[config.mk]
export PLATFORM = sky130hd
export DESIGN_NAME = itx_ctx_bank
export DESIGN_NICKNAME = d
export VERILOG_FILES = /design/src/rtl/itx_pkg.sv /design/src/rtl/itx_addr_decode.sv /design/src/rtl/itx_ctx_ctrl.sv /design/src/rtl/itx_ctx_bank.sv
export SDC_FILE = /design/constraint.sdc
export NUM_CORES = 1
export LEC_CHECK = 0
export BUFFER_PORTS_ARGS = -buffer_cell sky130_fd_sc_hd__buf_4
export CORE_UTILIZATION = 59
export DETAILED_ROUTE_END_ITERATION = 12
export PLACE_DENSITY = 0.78
export SETUP_SLACK_MARGIN = 0.1
export SLEW_MARGIN = 15
export SYNTH_ARGS = -nofsm -noshare
export SYNTH_HDL_FRONTEND = slang
export SYNTH_SLANG_ARGS = --single-unit
[constraint.sdc]
create_clock -name clk -period 2.31 [get_ports clk]
set_input_delay 0 -clock clk [delete_from_list [all_inputs] [get_ports clk]]
set_output_delay 0 -clock clk [all_outputs]
set_load 0.05 [all_outputs]
[src/rtl/itx_pkg.sv]
package itx_pkg;
   // register slot within a context's 16-byte stride (offset bits [3:2])
   typedef enum logic [1:0] {
      SLOT_SET = 2'd0,
      SLOT_CLR = 2'd1,
      SLOT_RSV = 2'd2,
      SLOT_PTR = 2'd3
   } itx_slot_e;

   localparam int MATCH_W  = 15;
   localparam int MEN_BIT  = 16;
   localparam int ACT_BIT  = 17;
   localparam int RUN_BIT  = 18;
   localparam int STRIDE_B = 16;
   localparam int TMR_LSB  = 12;
endpackage

[src/rtl/itx_addr_decode.sv]
module itx_addr_decode
   import itx_pkg::*;
#(
   parameter int ADDR_W = 12,
   parameter int BASE   = 'h200,
   parameter int N_CTX  = 8,
   localparam int IDX_W = $clog2(N_CTX)
) (
   input  logic [ADDR_W-1:0] addr,
   output logic              hit,
   output logic [IDX_W-1:0]  idx,
   output itx_slot_e         slot
);
   localparam int LIMIT = BASE + N_CTX * STRIDE_B;

   logic [31:0] a32;
   logic [31:0] off;

   always_comb begin
      a32  = 32'(addr);
      off  = a32 - 32'(BASE);
      hit  = (a32 >= 32'(BASE)) && (a32 < 32'(LIMIT));
      idx  = off[IDX_W+3:4];
      slot = itx_slot_e'(off[3:2]);
   end
endmodule

[src/rtl/itx_ctx_ctrl.sv]
module itx_ctx_ctrl
   import itx_pkg::*;
#(
   parameter int DATA_W = 32
) (
   input  logic              clk,
   input  logic              rst_n,
   input  logic              set_stb,
   input  logic              clr_stb,
   input  logic              ptr_stb,
   input  logic [DATA_W-1:0] wdata,
   input  logic [MATCH_W-1:0] cmp_now,
   output logic [DATA_W-1:0] ctl_word,
   output logic [DATA_W-1:0] ptr_word,
   output logic              run,
   output logic              active
);
   localparam logic [DATA_W-1:0] MATCH_MASK = DATA_W'((1 << MATCH_W) - 1);

   logic               run_q, act_q, men_q;
   logic [MATCH_W-1:0] match_q;
   logic [DATA_W-1:0]  ptr_q;

   logic [DATA_W-1:0]  set_m, clr_m;
   logic               run_n, men_sw, men_n, act_n, hit, fire;
   logic [MATCH_W-1:0] match_n;

   always_comb begin
      set_m   = set_stb ? wdata : '0;
      clr_m   = clr_stb ? wdata : '0;
      run_n   = (run_q | set_m[RUN_BIT]) & ~clr_m[RUN_BIT];
      men_sw  = (men_q | set_m[MEN_BIT]) & ~clr_m[MEN_BIT];
      match_n = (match_q | set_m[MATCH_W-1:0]) & ~clr_m[MATCH_W-1:0];
      hit     = (match_q == cmp_now);
      fire    = run_q & men_q & hit;
      // hardware clear of the enable overrides any software set this cycle
      men_n   = fire ? 1'b0 : men_sw;
      act_n   = run_n & (act_q | fire | ~men_n);
   end

   always_ff @(posedge clk or negedge rst_n) begin
      if (!rst_n) begin
         run_q   <= 1'b0;
         act_q   <= 1'b0;
         men_q   <= 1'b0;
         match_q <= '0;
         ptr_q   <= '0;
      end else begin
         run_q   <= run_n;
         act_q   <= act_n;
         men_q   <= men_n;
         match_q <= match_n;
         if (ptr_stb) ptr_q <= wdata;
      end
   end

   always_comb begin
      ctl_word                 = '0;
      ctl_word[MATCH_W-1:0]    = match_q;
      ctl_word[MEN_BIT]        = men_q;
      ctl_word[ACT_BIT]        = act_q;
      ctl_word[RUN_BIT]        = run_q;
   end

   assign ptr_word = ptr_q;
   assign run      = run_q;
   assign active   = act_q;

   // a match while running clears the enable and starts the context
   p_fire_r9: assert property (@(posedge clk) disable iff (!rst_n)
      (run_q && men_q && (match_q == cmp_now) && !(clr_stb && wdata[RUN_BIT]))
      |=> (active && !men_q));

   // running with the enable low always means active
   p_start_now_r8: assert property (@(posedge clk) disable iff (!rst_n)
      (run_q && !men_q) |-> act_q);

   // active only rises with the enable low or after a match
   p_rise_cause_r10: assert property (@(posedge clk) disable iff (!rst_n)
      $rose(act_q) |-> (!men_q || $past(run_q && men_q && (match_q == cmp_now))));

   // run falling takes active down with it
   p_stop_r11: assert property (@(posedge clk) disable iff (!rst_n)
      $fell(run_q) |-> !act_q);

   // software can never raise active while run is low
   p_act_ro_r12: assert property (@(posedge clk) disable iff (!rst_n)
      (!run_q && set_stb && wdata[ACT_BIT] && !wdata[RUN_BIT]) |=> !act_q);

   // pointer holds when not written
   p_ptr_hold_r7: assert property (@(posedge clk) disable iff (!rst_n)
      !ptr_stb |=> $stable(ptr_q));

   initial begin
      assert (MATCH_MASK != '0) else $error("match field empty");
   end
endmodule

[src/rtl/itx_ctx_bank.sv]
module itx_ctx_bank
   import itx_pkg::*;
#(
   parameter int ADDR_W  = 12,
   parameter int DATA_W  = 32,
   parameter int N_CTX   = 8,
   parameter int BASE    = 'h200,
   parameter int TMR_W   = 32,
   parameter bit RD_PIPE = 1'b0,
   localparam int IDX_W  = $clog2(N_CTX)
) (
   input  logic              clk,
   input  logic              rst_n,
   input  logic [ADDR_W-1:0] bus_addr,
   input  logic              bus_wr,
   input  logic [DATA_W-1:0] bus_wdata,
   output logic [DATA_W-1:0] bus_rdata,
   input  logic [TMR_W-1:0]  cycle_timer,
   output logic [N_CTX-1:0]  ctx_active,
   output logic [N_CTX-1:0]  ctx_run
);
   // elaboration-time parameter checks
   if (N_CTX < 2)                       begin : g_bad_n   $error("N_CTX must be at least 2"); end
   if (DATA_W < RUN_BIT + 1)            begin : g_bad_dw  $error("DATA_W too narrow for control word"); end
   if (TMR_W < TMR_LSB + MATCH_W)       begin : g_bad_tw  $error("TMR_W too narrow for cycle compare"); end
   if (BASE + N_CTX * STRIDE_B > (1 << ADDR_W)) begin : g_bad_aw $error("register window exceeds ADDR_W"); end
   if (BASE % STRIDE_B != 0)            begin : g_bad_base $error("BASE must be stride aligned"); end

   logic             dec_hit;
   logic [IDX_W-1:0] dec_idx;
   itx_slot_e        dec_slot;

   itx_addr_decode #(
      .ADDR_W (ADDR_W),
      .BASE   (BASE),
      .N_CTX  (N_CTX)
   ) u_dec (
      .addr (bus_addr),
      .hit  (dec_hit),
      .idx  (dec_idx),
      .slot (dec_slot)
   );

   logic [MATCH_W-1:0] cmp_now;
   assign cmp_now = cycle_timer[TMR_LSB +: MATCH_W];

   logic [DATA_W-1:0] ctl_arr [N_CTX];
   logic [DATA_W-1:0] ptr_arr [N_CTX];

   for (genvar c = 0; c < N_CTX; c++) begin : g_ctx
      logic sel;
      assign sel = bus_wr && dec_hit && (dec_idx == IDX_W'(c));

      itx_ctx_ctrl #(.DATA_W(DATA_W)) u_ctx (
         .clk      (clk),
         .rst_n    (rst_n),
         .set_stb  (sel && dec_slot == SLOT_SET),
         .clr_stb  (sel && dec_slot == SLOT_CLR),
         .ptr_stb  (sel && dec_slot == SLOT_PTR),
         .wdata    (bus_wdata),
         .cmp_now  (cmp_now),
         .ctl_word (ctl_arr[c]),
         .ptr_word (ptr_arr[c]),
         .run      (ctx_run[c]),
         .active   (ctx_active[c])
      );
   end

   logic [DATA_W-1:0] rd_mux;
   always_comb begin
      rd_mux = '0;
      if (dec_hit) begin
         unique case (dec_slot)
            SLOT_SET, SLOT_CLR: rd_mux = ctl_arr[dec_idx];
            SLOT_PTR:           rd_mux = ptr_arr[dec_idx];
            default:            rd_mux = '0;
         endcase
      end
   end

   if (RD_PIPE) begin : g_rd_reg
      logic [DATA_W-1:0] rd_q;
      always_ff @(posedge clk or negedge rst_n) begin
         if (!rst_n) rd_q <= '0;
         else        rd_q <= rd_mux;
      end
      assign bus_rdata = rd_q;
   end else begin : g_rd_comb
      assign bus_rdata = rd_mux;

      // reserved slot and addresses outside the window read zero
      p_rsv_zero_r6: assert property (@(posedge clk) disable iff (!rst_n)
         (!dec_hit || dec_slot == SLOT_RSV) |-> (bus_rdata == '0));
   end

   // no context is active without run
   p_act_needs_run_r11: assert property (@(posedge clk) disable iff (!rst_n)
      (ctx_active & ~ctx_run) == '0);

   // one bus write reaches at most one context's run flag
   p_one_ctx_r2: assert property (@(posedge clk) disable iff (!rst_n)
      $countones(ctx_run ^ $past(ctx_run)) <= 1);
endmodule

# Word-level counts from Yosys, hierarchy flattened
# Index checks and enable logic that the tools add are counted.
# totals
register_bits,400
in_bits,79
output_inout_bits,48
word_cells,251
# classes
n_bitwise,121
n_eq_ne,17
n_mux,32
add_sub_neg,1
n_reduce_logical,37
n_lt_le_gt_ge,3
# ops
operator,n
two-way mux 19 bit,16
binary-select mux 32 bit (select 3 bit),2
two-way mux 32 bit,5
bitwise AND 15 bit,8
== test 15 bit,8
inverter 15 bit,8
bitwise OR 15 bit,8
one-hot mux 32 bit (2 select lines),1
bitwise AND 1 bit,40
logical AND 1 bit,34
bitwise OR 1 bit,32
inverter 1 bit,24
== test 3 bit (second input constant),4
greater-or-equal comparator 12 x 10 -> 1 bit (second input constant),1
< comparator 12 x 10 -> 1 bit (second input constant),1
two-way mux 1 bit,8
subtractor 7 x 1 -> 7 bit (second input constant),1
== test 3 x 2 -> 1 bit (second input constant),2
greater-or-equal comparator 4 bit (second input constant),1
inverter 3 -> 4 bit,1
== test 3 x 1 -> 1 bit (second input constant),1
zero test 3 bit,1
== test 2 x 1 -> 1 bit (second input constant),1
== test 2 bit (second input constant),1
other kinds (2),2

# Logic depth before layout (Yosys ltp)
# Gate-level depths: netlist (run 1).
# logic_depth
word_depth,12
depth_mapped,8
depth_no_buf,4

# Cells and area by module
# From an unflattened synthesis (run 1), not the netlist that was laid out.
# hier_totals
cells_unflattened,1801
hier_area_um2,21630.7
# by_module_without_submodules
mod,cells_per_inst,n_inst,area_per_inst_um2,seq_area_each_um2
itx_ctx_ctrl,165,8,2148.3,1251.2
itx_ctx_bank,474,1,4394.2,0.0
itx_addr_decode,7,1,50.0,0.0

# Least setup slack after synthesis (run 1)
# No wires, ideal clock.
# synth_timing
path_type,input -> output
startpoint,input port bus_addr[8]
endpoint,output port bus_rdata[10]
required_time_ns,2.310
n_path_buf,4
arrival_time_ns,2.224
cell_stages,7
setup_slack_ns,0.086
path_cell_list,or3_1 > buf_2 > clkbuf_1 > or3_1 > buf_1 > clkbuf_1 > o22ai_1
# synth_via
elab_chain_len,3
elab_cells_between_ends,4
cone_classes,2 x order compare; 1 x mux; 1 x reduce/logical
# synth_lines
element,line,rtl
from (decl),itx_ctx_bank.sv:14,"input logic [ADDR_W-1:0] bus_addr,"
greater-or-equal comparator 12 x 10 -> 1 bit or < comparator 12 x 10 -> 1 bit (tied branches),itx_addr_decode.sv:22,hit = (a32 >= 32'(BASE)) && (a32 < 32'(LIMIT));
logical AND 1 bit *,itx_addr_decode.sv:22,
two-way mux 32 bit *,itx_ctx_bank.sv:72,if (dec_hit) begin
to (decl),itx_ctx_bank.sv:17,"output logic [DATA_W-1:0] bus_rdata,"
# Mark *: on every way between the ends. The rest lies on a longest branch, timed or not.

# Final worst setup path (run 1)
# layout_timing
startpoint,register g_ctx[1].u_ctx.match_q[4]
endpoint,output port bus_rdata[4]
# layout_via
elab_chain_len,5
# layout_lines
element,line,rtl
from (decl),itx_ctx_ctrl.sv:21,logic [MATCH_W-1:0] match_q;
from (signal assigned),itx_ctx_ctrl.sv:52,match_q <= match_n;
binary-select mux 32 bit (select 3 bit),itx_ctx_bank.sv:74,"SLOT_SET, SLOT_CLR: rd_mux = ctl_arr[dec_idx];"
two-way mux 32 bit (not written as such) (2 in a row),itx_ctx_bank.sv:74,
one-hot mux 32 bit (2 select lines),itx_ctx_bank.sv:73,unique case (dec_slot)
two-way mux 32 bit,itx_ctx_bank.sv:72,
# No other way between the ends. The select of a mux whose other input is x is not followed.

==> results of run 1 <==
## layout make-up
| class | count | area share |
|---|---|---|
| antenna | 1 | 0.0001055 |
| inverter | 4 | 0.0006332 |
| multi-input combinational | 970 | 0.4151 |
| timing repair buffer | 200 | 0.07604 |
| clock buffer | 69 | 0.05631 |
| clock inverter | 11 | 0.006016 |
| sequential | 400 | 0.4222 |
| tap | 448 | 0.02364 |
## power by group through the flow
stage               Combinational [mW]  Clock (mW)  Sequential [mW]
finish                            1.22        7.05             7.18
global route                      1.29        7.42             7.19
CTS                               1.20        7.13             7.18
detailed placement                1.15           0             7.31
global placement                  1.13           0             7.30
floorplan                        0.626           0             7.28
## flip-flops by register name, indices dropped and copies added, names as in the netlist
name,cells
g_ctx.u_ctx.ptr_word,256
g_ctx.u_ctx.match_q,120
g_ctx.u_ctx.run,8
g_ctx.u_ctx.active,8
g_ctx.u_ctx.men_q,8
## worst reg2reg max path: cells and delay by family (launching register included)
family,cells,cell delay (ns)
DFF,1,0.40
AOI/OAI and AO/OA,1,0.19
and+or+nand+nor,2,1.17
xor gates and xnor gates,1,0.18
## what timing repair did
item                                    in CTS  in global routing
hold buffers                                35                  0
endpoints found under the hold margin      679                  0
gates cloned                                 0                  0
setup buffers                                0                  0
endpoints found under the setup margin       3                  8
resized for setup                            3                  7
## through the flow
stage	util	power, mW	instance area (µm²)	setup WS, ns
4_1_cts	0.6988	15.52	23670	0.1116
6_report	0.7001	15.45	23710	0.07655
5_1_grt	0.7001	15.90	23710	0.08096
3_3_place_gp	0.6445	8.425	21830	0.2024
3_5_place_dp	0.6445	8.455	21830	0.1744
2_1_floorplan	-	7.910	20530	0.08586
## worst paths after layout
check | start | end | slack [ns] | depth (start not counted)
worst min-delay path | rst_n | g_ctx[0].u_ctx.match_q[9] | 0.02 | 2
worst min register to register | g_ctx[1].u_ctx.ptr_word[7] | g_ctx[1].u_ctx.ptr_word[7] | 0.49 | 1
min in group clk | cycle_timer[12] | g_ctx[7].u_ctx.men_q | 0.04 | 5
worst max register to register | g_ctx[5].u_ctx.match_q[13] | g_ctx[5].u_ctx.active | 0.29 | 4
max in group asynchronous | rst_n | g_ctx[1].u_ctx.ptr_word[8] | 1.31 | 3
worst max-delay path | g_ctx[1].u_ctx.match_q[4] | bus_rdata[4] | 0.08 | 4
## logic make-up (layout without fill, tap and decap cells)
kind of cell,after synthesis,after routing,synth area share
muxes,508,508,0.3299
DFF,400,400,0.4875
and+or+nand+nor,250,250,0.06436
buffers and inverters,159,284,0.03760
xor gates and xnor gates,120,120,0.05119
AOI/OAI and AO/OA,92,92,0.02937
other,0,1,0
## synthesized netlist by cell type, drive strengths merged, types with 3 or more instances
library cell / number / area share
nor2: 24 / 0.0044
o31ai: 30 / 0.011
clkbuf: 80 / 0.015
nor2b: 3 / 0.00091
buf: 75 / 0.022
nor4: 16 / 0.0065
mux4: 100 / 0.11
o21ai: 32 / 0.0078
dfrtp: 400 / 0.49
o31a: 4 / 0.0017
inv: 4 / 0.00073
xnor2: 96 / 0.041
o22ai: 18 / 0.0055
nand2b: 3 / 0.00091
mux2: 350 / 0.19
nand3: 65 / 0.016
xor2: 24 / 0.010
nand4: 29 / 0.0088
or4: 9 / 0.0033
mux2i: 58 / 0.028
or2: 3 / 0.00091
nor3: 8 / 0.0020
nand2: 72 / 0.013
or3: 5 / 0.0015
## metal layers
| layer | track usage | wire length, µm |
|---|---|---|
| met5 | 0 | 0 |
| met3 | 0.05327 | 4308 |
| met4 | 0.1182 | 1806 |
| met2 | 0.5048 | 26270 |
| met1 | 0.4278 | 21510 |
==> results.sh, run 1 <==
export IMPL_status="completed"
export IMPL_yosys_warnings=0
export IMPL_antenna_found_initial=1
export IMPL_p_int_mw=11.79
export IMPL_initial_core_util=0.6062
export IMPL_cts_sinks=400
export IMPL_synth_cells=1529
export IMPL_insertion_delay_ns=0.55
export IMPL_hold_class="input port to async pin"
export IMPL_dp_hpwl_mm=34.27
export IMPL_p_sw_frac=0.2371
export IMPL_synth_cell_types=45
export IMPL_viasPerCell=6.521
export IMPL_cts_tree="done"
export IMPL_critPathMaxFanout=3
export IMPL_totalWireLength_mm=53.90
export IMPL_tns_ns=0
export IMPL_finalCritPeriodShare=0.9669
export IMPL_grt_usage=0.3129
export IMPL_die_h_um=188.5
export IMPL_fin_nets=1699
export IMPL_min_period_ns=2.233
export IMPL_drc=0
export IMPL_grt_pass1_wl_mm=85.12
export IMPL_final_cells=2103
export IMPL_die_area_mm2=0.03555
export IMPL_end_kind="primary output"
export IMPL_grt_pass1_vias=14550
export IMPL_async_reset_ff_frac=1.000
export IMPL_drv_cap=0
export IMPL_skew_ns=0.01567
export IMPL_netSwitchingPower_mw=3.664
export IMPL_die_w_um=188.5
export IMPL_cts_buffers=44
export IMPL_hold_slack_ns=0.01694
export IMPL_power_frac_seq=0.465
export IMPL_slew_headroom=0.4552
export IMPL_cts_root_buf="clkbuf_16"
export IMPL_placedCellCount=1987
export IMPL_layout_drive_gt1_share=0.4148
export IMPL_n_fill_cell=2298
export IMPL_worstMarginPinSlew_ns=0.8172
export IMPL_grt_overflow_total=0
export IMPL_crit_path_start_kind="register"
export IMPL_route_antenna_remaining_nets=0
export IMPL_critPathSlowestCell="mux4_2"
export IMPL_seq_area_frac_synth=0.4875
export IMPL_avgSynthCellArea_um2=13.43
export IMPL_mostFrequentLayoutCell="dfrtp_1"
export IMPL_ir_drop_mv=0.4530
export IMPL_place_congestion=0.9073
export IMPL_path_cells="mux4_2 > mux2i_2 > o22ai_1 > buf_4"
export IMPL_setup_viol=0
export IMPL_combPwrFrac=0.079
export IMPL_cts_htree_levels=2
export IMPL_criticalPathCategory="register to primary output"
export IMPL_cp_required_ns=2.31
export IMPL_cp_arrival_ns=2.23
export IMPL_drtPass1Iterations=5
export IMPL_mappedNetlistNets=1608
export IMPL_via_count=13710
export IMPL_syn_to_final_growth_pct=15.49
export IMPL_crit_buf_inv=1
export IMPL_synth_edf_count=0
export IMPL_wl_per_cell_um=25.63
export IMPL_leakage_nw=10.90
export IMPL_cp_top_family="multiplexers"
export IMPL_io_pins=127
export IMPL_rsz0062_at_grt="true"
export IMPL_synth_seq_cells=400
export IMPL_crit_path_max_incr_delay_ns=0.51
export IMPL_finalHoldViolCount=0
export IMPL_fmax_ghz=0.4477
export IMPL_multi_input_area_mm2=0.009842
export IMPL_ff_latch_area_mm2=0.01001
export IMPL_drtIter0Drc=1233
export IMPL_coreArea_mm2=0.03387
export IMPL_syn_area_mm2=0.02053
export IMPL_cts_buffer_depth=3
export IMPL_synth_flop_cell="dfrtp_1"
export IMPL_powerDensity_mw_per_mm2=651.7
export IMPL_clockPowerShare=0.457
export IMPL_slew_viol_final=0
export IMPL_clk_pin_slew_worst_paths_ns=0.06
export IMPL_final_cell_mix="dfrtp_1, mux2_2, buf_4"
export IMPL_num_rows=67
export IMPL_place_port_buffers=107
export IMPL_grt_max_degree=76
Power figures use the tool's default switching activity.
==> run 2, diff against run 1 <==
CORE_UTILIZATION = 55   (was 59)
PLACE_DENSITY = 0.76   (was 0.78)
clock period = 1.85 ns   (was 2.31 ns; I/O delays follow)
==> run 2 against run 1 <==
  * The run now ends with negative setup slack left
  * Core utilization is 0.69 points higher
  * Via count is 4.4% higher
  * Critical path depth is 1 higher
  * Count of clock-buffer cells in the layout is 9 lower
  * Worst hold slack better by 0.0087 ns
  * Global-route usage is 0.12 points higher
  * Sequential power is 25% higher
==> results.sh, run 2 (same netlist as run 1, synthesis figures left out) <==
export IMPL_tns_ns=-3.090
export IMPL_viasPerCell=6.344
export IMPL_placedCellCount=2053
export IMPL_diodes=0
export IMPL_cts_buffers=43
export IMPL_antenna_found_initial=0
export IMPL_io_pins=127
export IMPL_place_port_buffers=107
export IMPL_crit_start="g_ctx[5].u_ctx.match_q[13]"
export IMPL_crit_path_start_kind="register"
export IMPL_num_rows=70
export IMPL_grt_max_degree=90
export IMPL_setup_viol=22
export IMPL_slew_viol_final=0
export IMPL_utilization=0.7070
export IMPL_dp_hpwl_mm=36.36
export IMPL_ir_drop_mv=0.7263
export IMPL_clk_pin_slew_worst_paths_ns=0.06
export IMPL_end_kind="primary output"
export IMPL_place_area_mm2=0.02272
export IMPL_criticalPathCategory="register to primary output"
export IMPL_wl_per_cell_um=25.86
export IMPL_rsz0062_at_grt="true"
export IMPL_coreArea_mm2=0.03670
export IMPL_grt_usage=0.3141
export IMPL_setup_ws_ns=-0.2412
export IMPL_place_congestion=0.9647
export IMPL_cts_sinks=400
export IMPL_final_cell_mix="dfrtp_1, mux2_2, buf_4"
export IMPL_critPathMaxFanout=3
export IMPL_cp_required_ns=1.85
export IMPL_rr_startpoint="g_ctx[0].u_ctx.match_q[6]"
export IMPL_hold_class="input port to register"
export IMPL_drtPass1Iterations=5
export IMPL_largest_reg_flops=256
export IMPL_cts_htree_levels=2
export IMPL_fin_nets=1835
export IMPL_initial_core_util=0.5595
export IMPL_cp_arrival_ns=2.09
export IMPL_totalWireLength_mm=58.37
export IMPL_cts_buffer_depth=3
export IMPL_status="finished, violations left"
export IMPL_worstHoldStart="bus_addr[5]"
export IMPL_drc=0
export IMPL_min_period_ns=2.091
export IMPL_drv_cap=0
export IMPL_layout_drive_gt1_share=0.4941
export IMPL_worstMarginPinSlew_ns=0.6707
export IMPL_drtIter0Drc=1397
export IMPL_final_cells=2257
export IMPL_grt_overflow_total=0
export IMPL_syn_to_final_growth_pct=26.37
export IMPL_route_antenna_remaining_nets=0
export IMPL_mostFrequentLayoutCell="dfrtp_1"
export IMPL_grt_pass1_vias=14930
export IMPL_rrSetupSlack_ns=-0.03
export IMPL_finalHoldViolCount=0
export IMPL_cts_tree="done"
export IMPL_skew_ns=0.01893
export IMPL_insertion_delay_ns=0.58
export IMPL_slew_headroom=0.5467
export IMPL_cts_root_buf="clkbuf_16"
export IMPL_violations="negative setup slack"
export IMPL_die_h_um=195.2
export IMPL_die_w_um=195.2
export IMPL_finalCritPeriodShare=1.130
export IMPL_leakage_nw=11.89
export IMPL_via_count=14320
export IMPL_grt_pass1_wl_mm=90.22
export IMPL_die_area_mm2=0.03811
export IMPL_fmax_ghz=0.4782
export IMPL_powerDensity_mw_per_mm2=757.1
export IMPL_final_area_mm2=0.02594
==> run 2: cell types whose count changed in the layout (fill, tap and decap cells not counted), moves of 14 or more <==
cell / change
mux2i_4: +14
o22ai_4: +15
buf_12: +23
o22ai_1: -17
buf_6: +42
mux2i_1: -16
buf_4: +61
==> run 2: final timing paths <==
kind,end,depth (start not counted)
setup / recovery,bus_rdata[13],5
hold / removal,g_ctx[7].u_ctx.run,4
setup reg to reg,g_ctx[0].u_ctx.active,6
hold reg to reg,g_ctx[1].u_ctx.ptr_word[11],1
max in group asynchronous,g_ctx[6].u_ctx.ptr_word[9],4
min in group asynchronous,g_ctx[1].u_ctx.match_q[6],3
==> run 2: layout make-up <==
| cell class | count | area [µm²] |
|---|---|---|
| sequential | 400 | 10010 |
| timing repair buffer | 337 | 3348 |
| clock inverter | 18 | 239.0 |
| multi-input combinational | 970 | 10530 |
| tap | 468 | 585.6 |
| inverter | 4 | 15.01 |
| clock buffer | 60 | 1220 |
| fill | 2355 | 10750 |
==> run 2: timing repair <==
item                       4_1_cts  5_1_grt
setup endpoints to repair       45      108
resized for setup               86       46
cloned                           1        0
hold buffers                    42        0
hold endpoints to repair       787        0
pin swaps                       28       23
setup buffers                   56       28
==> run 2: layer usage <==
| layer | part of all wire | global-route usage |
|---|---|---|
| met5 | 0 | 0 |
| met4 | 0.033 | 0.1064 |
| met3 | 0.077 | 0.05389 |
| met2 | 0.47 | 0.4963 |
| met1 | 0.41 | 0.4433 |
==> run 2: worst max-delay path, cell delays in order, from the launching register on <==
cell,delay [ns]
dfrtp_1,0.41
mux4_2,0.51
mux2i_4,0.22
buf_6,0.13
o22ai_4,0.06
buf_6,0.17
==> run 2: power by group <==
group	switching, mW	leakage [nW]	total (mW)	internal, mW
Combinational	1.03	5.61	1.74	0.709
Sequential	0.0809	5.57	8.96	8.88
Clock	3.62	0.714	8.94	5.32
Total	4.73	11.9	19.6	14.9
==> run 2: metrics by stage <==
stage          total power, mW  setup WS (ns)  hold WS [ns]
2_1_floorplan            9.894        -0.1995       -0.2956
3_3_place_gp             10.61        -0.2141       -0.1060
3_5_place_dp             10.64        -0.2386       -0.1109
4_1_cts                  19.69        -0.2531     0.0001926
5_1_grt                  20.19        -0.2685       0.04517
6_report                 19.64        -0.2412       0.02566
